$ cat src/rtl/timer_pkg.sv
package timer_pkg;

    typedef enum logic [2:0] {
        TM_NONE        = 3'd0,
        TM_ON_DELAY    = 3'd1,
        TM_ON_RETAIN   = 3'd2,
        TM_OFF_HOLD    = 3'd3,
        TM_OFF_PULSE   = 3'd4,
        TM_FLASH_GATED = 3'd5,
        TM_FLASH_LATCH = 3'd6,
        TM_SPARE       = 3'd7
    } tmode_t;

    typedef enum logic [2:0] {
        ST_IDLE,
        ST_TIMING,
        ST_PAUSED,
        ST_ACTIVE,
        ST_HOLDOFF,
        ST_FLASH_LO,
        ST_FLASH_HI
    } tstate_t;

endpackage

$ cat src/rtl/timer_edge_detect.sv
module timer_edge_detect (
    input  logic clk,
    input  logic rst_n,
    input  logic level,
    output logic fall
);
    logic level_q;

    always_ff @(posedge clk or negedge rst_n) begin
        if (!rst_n) level_q <= 1'b0;
        else        level_q <= level;
    end

    assign fall = level_q & ~level;
endmodule

$ cat src/rtl/timer_step.sv
module timer_step #(
    parameter int CNT_W = 16
) (
    input  logic             tick,
    input  logic [CNT_W-1:0] acc,
    input  logic [CNT_W-1:0] preset,
    output logic [CNT_W-1:0] sat_next,
    output logic             sat_done,
    output logic [CNT_W-1:0] wrap_next,
    output logic             wrap_done
);
    localparam int EXT_W = CNT_W + 1;

    logic [EXT_W-1:0] inc_ext;

    always_comb begin
        inc_ext = {1'b0, acc} + {{CNT_W{1'b0}}, 1'b1};

        // saturating advance for the delay types
        if (tick && (acc < preset)) sat_next = inc_ext[CNT_W-1:0];
        else                        sat_next = acc;
        sat_done = (sat_next >= preset);

        // wrapping advance for the flasher types
        wrap_done = tick && (inc_ext >= {1'b0, preset});
        if (!tick)          wrap_next = acc;
        else if (wrap_done) wrap_next = '0;
        else                wrap_next = inc_ext[CNT_W-1:0];
    end
endmodule

$ cat src/rtl/timer_fsm.sv
module timer_fsm
    import timer_pkg::*;
#(
    parameter int CNT_W = 16
) (
    input  logic             clk,
    input  logic             rst_n,
    input  logic             enable,
    input  logic             clear,
    input  logic             fall,
    input  logic [2:0]       mode,
    input  logic [CNT_W-1:0] acc,
    input  logic [CNT_W-1:0] sat_next,
    input  logic             sat_done,
    input  logic [CNT_W-1:0] wrap_next,
    input  logic             wrap_done,
    output logic [CNT_W-1:0] acc_q,
    output logic             status
);
    tstate_t          state, state_n;
    logic [CNT_W-1:0] acc_n;
    tmode_t           mode_e;
    logic             flash_hi;
    logic             flashing;

    always_comb begin
        mode_e   = tmode_t'(mode);
        flash_hi = (state == ST_FLASH_HI);
        flashing = (state == ST_FLASH_LO) || (state == ST_FLASH_HI);
        state_n  = state;
        acc_n    = acc;
        if (clear) begin
            state_n = ST_IDLE;
            acc_n   = '0;
        end else begin
            unique case (mode_e)
                TM_ON_DELAY: begin
                    if (!enable) begin
                        state_n = ST_IDLE;
                        acc_n   = '0;
                    end else begin
                        acc_n   = sat_next;
                        state_n = sat_done ? ST_ACTIVE : ST_TIMING;
                    end
                end
                TM_ON_RETAIN: begin
                    if (enable) begin
                        acc_n   = sat_next;
                        state_n = sat_done ? ST_ACTIVE : ST_TIMING;
                    end else if (state == ST_ACTIVE) begin
                        state_n = ST_ACTIVE;
                    end else begin
                        state_n = (acc != '0) ? ST_PAUSED : ST_IDLE;
                    end
                end
                TM_OFF_HOLD: begin
                    if (enable) begin
                        state_n = ST_ACTIVE;
                        acc_n   = '0;
                    end else if (state == ST_ACTIVE || state == ST_HOLDOFF) begin
                        acc_n   = sat_next;
                        state_n = sat_done ? ST_IDLE : ST_HOLDOFF;
                    end else begin
                        state_n = ST_IDLE;
                    end
                end
                TM_OFF_PULSE: begin
                    if (enable) begin
                        state_n = ST_IDLE;
                        acc_n   = '0;
                    end else if (fall) begin
                        state_n = ST_HOLDOFF;
                        acc_n   = '0;
                    end else if (state == ST_HOLDOFF) begin
                        acc_n   = sat_next;
                        state_n = sat_done ? ST_IDLE : ST_HOLDOFF;
                    end else begin
                        state_n = ST_IDLE;
                    end
                end
                TM_FLASH_GATED: begin
                    if (!enable) begin
                        state_n = ST_IDLE;
                        acc_n   = '0;
                    end else begin
                        acc_n   = wrap_next;
                        state_n = (flash_hi ^ wrap_done) ? ST_FLASH_HI : ST_FLASH_LO;
                    end
                end
                TM_FLASH_LATCH: begin
                    if (enable || flashing) begin
                        acc_n   = wrap_next;
                        state_n = (flash_hi ^ wrap_done) ? ST_FLASH_HI : ST_FLASH_LO;
                    end else begin
                        state_n = ST_IDLE;
                        acc_n   = '0;
                    end
                end
                default: begin
                    state_n = ST_IDLE;
                    acc_n   = '0;
                end
            endcase
        end
    end

    // state register
    always_ff @(posedge clk or negedge rst_n) begin
        if (!rst_n) state <= ST_IDLE;
        else        state <= state_n;
    end

    // output register and status decode
    always_ff @(posedge clk or negedge rst_n) begin
        if (!rst_n) acc_q <= '0;
        else        acc_q <= acc_n;
    end

    assign status = (state == ST_ACTIVE) || (state == ST_HOLDOFF) ||
                    (state == ST_FLASH_HI);
endmodule

$ cat src/rtl/multi_mode_timer.sv
module multi_mode_timer #(
    parameter int CNT_W = 16
) (
    input  logic             clk,
    input  logic             rst_n,
    input  logic             tick,
    input  logic             enable,
    input  logic             clear,
    input  logic [2:0]       mode,
    input  logic [CNT_W-1:0] preset,
    output logic [CNT_W-1:0] acc_value,
    output logic             status
);
    logic             fall;
    logic [CNT_W-1:0] sat_next;
    logic             sat_done;
    logic [CNT_W-1:0] wrap_next;
    logic             wrap_done;

    timer_edge_detect u_edge (
        .clk   (clk),
        .rst_n (rst_n),
        .level (enable),
        .fall  (fall)
    );

    timer_step #(.CNT_W(CNT_W)) u_step (
        .tick      (tick),
        .acc       (acc_value),
        .preset    (preset),
        .sat_next  (sat_next),
        .sat_done  (sat_done),
        .wrap_next (wrap_next),
        .wrap_done (wrap_done)
    );

    timer_fsm #(.CNT_W(CNT_W)) u_fsm (
        .clk       (clk),
        .rst_n     (rst_n),
        .enable    (enable),
        .clear     (clear),
        .fall      (fall),
        .mode      (mode),
        .acc       (acc_value),
        .sat_next  (sat_next),
        .sat_done  (sat_done),
        .wrap_next (wrap_next),
        .wrap_done (wrap_done),
        .acc_q     (acc_value),
        .status    (status)
    );
endmodule

$ cat config.mk
export PLATFORM = sky130hd
export DESIGN_NAME = multi_mode_timer
export DESIGN_NICKNAME = d
export VERILOG_FILES = /design/src/rtl/timer_pkg.sv /design/src/rtl/timer_edge_detect.sv /design/src/rtl/timer_step.sv /design/src/rtl/timer_fsm.sv /design/src/rtl/multi_mode_timer.sv
export SDC_FILE = /design/constraint.sdc
export NUM_CORES = 1
export LEC_CHECK = 0
export ABC_AREA = 1
export BUFFER_PORTS_ARGS = -buffer_cell sky130_fd_sc_hd__buf_2
export CAP_MARGIN = 20
export CORE_ASPECT_RATIO = 2
export CORE_MARGIN = 10
export CORE_UTILIZATION = 60
export DETAILED_ROUTE_END_ITERATION = 6
export PLACE_DENSITY = 0.8
export REMOVE_ABC_BUFFERS = 1
export SYNTH_ARGS = -nofsm -noshare
export SYNTH_HDL_FRONTEND = slang
export SYNTH_SLANG_ARGS = --single-unit
$ cat constraint.sdc
create_clock -name clk -period 3.9 [get_ports clk]
set_input_delay 0.195 -clock clk [delete_from_list [all_inputs] [get_ports clk]]
set_output_delay 0.195 -clock clk [all_outputs]
set_load 0.005 [all_outputs]
# Yosys cells after proc, flatten, opt, wreduce, memory -nomap -nowiden
# Index checks and enable logic that the tools add are counted.
# classes
add_sub_neg	1
mul	0
div_mod_pow	0
n_lt_le_gt_ge	3
n_eq_ne	13
shifts	0
muxes	30
n_bitwise	3
reduce_logical	8
# ops
operator	n
two-way mux 16 bit	13
case mux 16 bit (6 select lines)	1
two-way mux 3 bit	12
equality test 3 bit (second input constant)	6
case mux 3 bit (6 select lines)	1
adder 16 x 1 -> 17 bit (second input constant)	1
greater-or-equal comparator 17 x 16 -> 1 bit	1
greater-or-equal comparator 16 bit	1
less-than comparator 16 bit	1
nonzero test 16 bit	1
equality test 3 x 2 -> 1 bit (second input constant)	3
two-way mux 2 bit	3
!= test 5 x 4 -> 1 bit (second input constant)	1
logical OR 1 bit	4
!= test 4 x 3 -> 1 bit (second input constant)	1
equality test 3 x 1 -> 1 bit (second input constant)	1
!= test 3 bit (second input constant)	1
AND reduction 3 bit	1
logical AND 1 bit	2
AND 1 bit	1
NOT 1 bit	1
bitwise XOR 1 bit	1
# word_totals
reg_bits	20
latchBits	0
mem_bits_rw	0
mem_bits_ro	0
in_bits	24
elab_cells	61
mem_count	0

# Longest topological paths before layout
# depth
ltp_word	10
mapped_depth	23
mapped_depth_nobuf	22

# Cells and area by module
# A second synthesis with hierarchy kept.
# unflattened
cells_unflattened	712
area_unflattened_um2	4053.9
# by_module_without_submodules
module	n_inst	cells_per_inst	area_per_inst_um2	seq_area_each_um2
timer_step	1	343	2010.7	0.0
timer_fsm	1	366	2008.2	475.5
timer_edge_detect	1	3	35.0	25.0

# Least setup slack after synthesis
# No wires, ideal clock.
# synth_timing
path_kind	reg-to-reg
from	reg u_fsm.acc_q[7]
to	reg u_fsm.state[1]
setup_ps	77
t_arrival_ps	2870
t_required_ps	3823
path_slack_ps	952
stages_incl_launch_ff	18
cell_sequence	dfrtp_1 ha_1 a21oi_1 o21a_1 o21ai_0 nand2_1 clkbuf_1 nand3_1 and2_1 ha_1 nand2_1 nor3_1 nand3_1 nand4_1 nand2_1 nand2_1 inv_1 a21oi_1
# synth_between
elab_chain_cells	8
# synth_rtl
element	line_no	text
start, declared	timer_fsm.sv:17	output logic [CNT_W-1:0] acc_q,
start signal, assigned	timer_fsm.sv:116	else acc_q <= acc_n;
adder 16 x 1 -> 17 bit / less-than comparator 16 bit (equally long branches)	timer_step.sv:17, timer_step.sv:20	
greater-or-equal comparator 17 x 16 -> 1 bit / logical AND 1 bit (equally long branches)	timer_step.sv:25, timer_step.sv:20	
logical AND 1 bit / two-way mux 16 bit (equally long branches)	timer_step.sv:25, timer_step.sv:20	
bitwise XOR 1 bit / greater-or-equal comparator 16 bit (equally long branches)	timer_fsm.sv:87, timer_fsm.sv:93, timer_step.sv:22	
two-way mux 2 bit (on tied branches)	-	
two-way mux 3 bit (on tied branches)	-	
case mux 3 bit (6 select lines) (*)	timer_fsm.sv:36	unique case (mode_e)
two-way mux 3 bit (*)	timer_fsm.sv:32	if (clear) begin
via u_fsm.state_n[1]	timer_fsm.sv:20	tstate_t state, state_n;
end signal, assigned	timer_fsm.sv:110	else state <= state_n;
end, declared	timer_fsm.sv:20	
# The timed path passes the listed nets; every way through them passes the cells marked *.
# A chain may end at the register's enable or synchronous reset.

# Final worst setup path
# layout_timing
from	reg u_fsm.acc_q[0]
to	reg u_fsm.state[1]
# Same word-level chain as after synthesis.

==> results.py <==
metrics = {
    "cells_and_area": {
        "drive_above_1_share_pct": 14.2,
        "finalNonFillerCells": 651,
        "seqCellArea_um2": 500,
        "fill_cells": 554,
        "insertedDiodeCount": 0,
        "areaGrowthSynthToFinish_pct": 9.06,
        "nNetsFinal": 666,
        "multi_input_area_um2": 2550,
    },
    "floorplan": {
        "ios": 41,
        "fp.dieW_um": 73.4,
        "num_rows": 38,
        "initial_core_util_pct": 62.7,
        "die_area_um2": 9320,
        "core_area_um2": 5470,
        "die_y_um": 127,
    },
    "detailed_routing": {
        "routed_wl_um": 11500,
        "wl_met2_um": 5980,
        "route.met3.wl_um": 736,
        "drt-vias-per-instance": 5.97,
        "wirelength_met1_um": 3900,
        "drtAntennaViolNets": 0,
        "top_layer": "met4",
        "vias": 3888,
        "wl_per_cell_um": 17.6,
        "drc_errors": 0,
        "drtIter0Drc": 432,
        "firstDrtPassIters": 5,
    },
    "placed_design": {
        "gp_congestion": 0.967,
        "dp_slack_ns": 0.131,
        "hpwl_um": 8960,
        "port_buffers": 40,
        "placed_cells": 641,
    },
    "timing": {
        "worst_slack_ns": 0.190,
        "fin_setup_tns_ns": 0,
        "worst_pin_slew_ns": 1.09,
        "slew_violations": 0,
        "hold_violations": 0,
        "finalSetupViolCount": 0,
        "period_share_pct": 95.1,
        "fmax_mhz": 270,
        "rsz0062_at_grt": "false",
        "min_period_ns": 3.71,
        "fin_skew_ns": 0.00607,
        "slew_headroom_pct": 27.1,
    },
    "synth": {
        "synth_cell_types": 32,
        "syn_area_per_cell_um2": 6.19,
        "yosysWarnings": 0,
        "netlist_area_um2": 3430,
        "synth_edf_count": 0,
        "synthArstFlopShare_pct": 100,
        "ys_seq_area_share_pct": 14.6,
        "ys_ff_latch": 20,
        "synthCells": 553,
        "synth_ff_type": "dfrtp_1",
    },
    "pwr": {
        "max-vdd-ir-drop_mv": 0.216,
        "power.density_nw_per_um2": 188,
        "p_leak_nw": 2.15,
    },
    "clock_network": {
        "ctsResizeCount": 0,
        "clk_path_buf_depth": 2,
        "clkTransAtPathRegs_ns": 0.10,
        "cts_made_buffers": 3,
        "cts_tree": "built",
        "clock_latency_ns": 0.27,
        "root_buffer": "clkbuf_8",
        "cts.sinks": 20,
        "h-tree-depth": 1,
    },
    "flow_run": {
        "max-cap-violations": 0,
    },
    "setup_path": {
        "cp_data_required_time_ns": 4.09,
        "critPathLaunchType": "flop",
        "worstPathArrival_ns": 3.90,
        "worst_r2r_path_depth": 19,
        "critical_path_class": "reg -> reg",
        "critPathMaxFanout": 16,
        "critPathCaptureType": "flop",
    },
    "global_routing": {
        "antenna_found_initial": 0,
        "grt_pass1_wl_um": 18300,
        "grtUsageTotal_pct": 24.3,
        "grt_pass1_vias": 3875,
        "grt_remaining_overflow": 0,
        "grt_max_degree": 32,
    },
    "min_path": {
        "hold_class": "in -> reg",
        "holdPathStages": 1,
    },
    "outcome": {
        "status": "finished clean",
    },
}
## cells by family after synthesis
group                    after synthesis  synth area share (%)
XOR/XNOR                              10                  2.56
AO/OA/AOI/OAI                         65                  10.8
buffers and inverters                 91                  11.1
AND/OR/NAND/NOR                      317                  42.7
adder cells (fa/ha/maj)               50                  18.3
flip-flops                            20                  14.6
## placed cells by master, fill, tap and decap left out, types with 10 or more instances in the layout
cell and count:
nand4_1 13, inv_1 66, nand3_1 59, buf_2 40, o21ai_0 17, a21oi_1 34
and2_1 16, nand2_1 164, ha_1 50, xor2_1 10, nor2_1 32, nor3_1 11
dfrtp_1 20
## per-layer routing
layer,vias up,track usage (%)
li1,1880,-
met2,202,43.6
met4,0,17.5
met5,-,0
met3,57,2.65
met1,1749,24.4
## timing repair
| item | in CTS | in global routing |
|---|---|---|
| endpoints found under the hold margin | 20 | 0 |
| hold buffers | 1 | 0 |
| endpoints found under the setup margin | 0 | 2 |
| buffers inserted | 0 | 5 |
## flip-flops by register name, indices dropped and copies added (netlist names)
| signal | cells |
|---|---|
| u_edge.level_q | 1 |
| u_fsm.acc_q | 16 |
| u_fsm.state | 3 |
## power breakdown
group | leakage, nW | internal (mW) | switching [mW] | total (mW)
combinational | 1.85 | 0.106 | 0.188 | 0.294
sequential | 0.274 | 0.215 | 0.0142 | 0.229
clock | 0.0288 | 0.0903 | 0.0884 | 0.179
## worst max-delay path, cell delays in order (launching register included)
cell	delay, ns
dfrtp_1	0.50
inv_1	0.14
ha_1	0.20
inv_1	0.05
a21oi_1	0.07
o21a_1	0.17
o21ai_0	0.25
nand2_1	0.13
nand2_2	0.32
nand2_1	0.12
and2_1	0.16
ha_1	0.32
nand4_1	0.16
nor3_1	0.35
nand3_1	0.20
nand4_1	0.13
nand2_1	0.05
nand2_1	0.08
inv_1	0.04
a21oi_1	0.17
## Yosys cell counts, types with 2 or more instances
master | number | area [um2]
a21oi_1 | 34 | 170
nor2_1 | 32 | 120
buf_6 | 2 | 22.5
and2_1 | 16 | 100
xor2_1 | 10 | 87.6
clkbuf_1 | 4 | 15.0
nand4_1 | 13 | 81.3
nor3_1 | 11 | 55.1
nand2_2 | 8 | 50.1
nor2_4 | 6 | 67.6
nand2_1 | 164 | 616
o21ai_0 | 17 | 85.1
o21a_1 | 4 | 30.0
ha_1 | 50 | 626
inv_2 | 9 | 33.8
nand3_1 | 59 | 295
dfrtp_1 | 20 | 500
a31oi_1 | 2 | 12.5
nor2_2 | 2 | 12.5
buf_2 | 6 | 30.0
inv_1 | 66 | 248
buf_4 | 4 | 30.0
nand3b_1 | 2 | 15.0
o21ai_1 | 4 | 20.0
## path summary, 6_finish.rpt
| kind | startpoint | end | slack (ns) |
|---|---|---|---|
| setup / recovery | u_fsm.acc_q[0] | u_fsm.state[1] | 0.19 |
| hold / removal | enable | u_edge.level_q | 0.13 |
| setup reg to reg | u_fsm.acc_q[0] | u_fsm.state[1] | 0.19 |
| hold reg to reg | u_fsm.acc_q[1] | u_fsm.acc_q[1] | 0.60 |
| max in group asynchronous | rst_n | u_fsm.acc_q[11] | 3.10 |
| min in group asynchronous | rst_n | u_edge.level_q | 0.44 |
## through the flow
step           hold WS, ns  power [mW]  util, %  instance area, um2
2_1_floorplan       -0.101       0.413        -                3330
3_3_place_gp         0.198       0.506     66.5                3630
3_5_place_dp         0.208       0.515     66.5                3630
4_1_cts              0.134       0.688     67.6                3700
5_1_grt              0.141       0.742     68.3                3740
6_report             0.129       0.702     68.3                3740
## layout make-up
| cell class | instances | share of cell area [%] |
|---|---|---|
| clock buffer | 4 | 1.47 |
| tap | 60 | 2.01 |
| inverter | 75 | 7.54 |
| sequential | 20 | 13.4 |
| timing repair buffer | 50 | 7.43 |
| multi-input combinational | 442 | 68.2 |
Power figures use the tool's default switching activity.
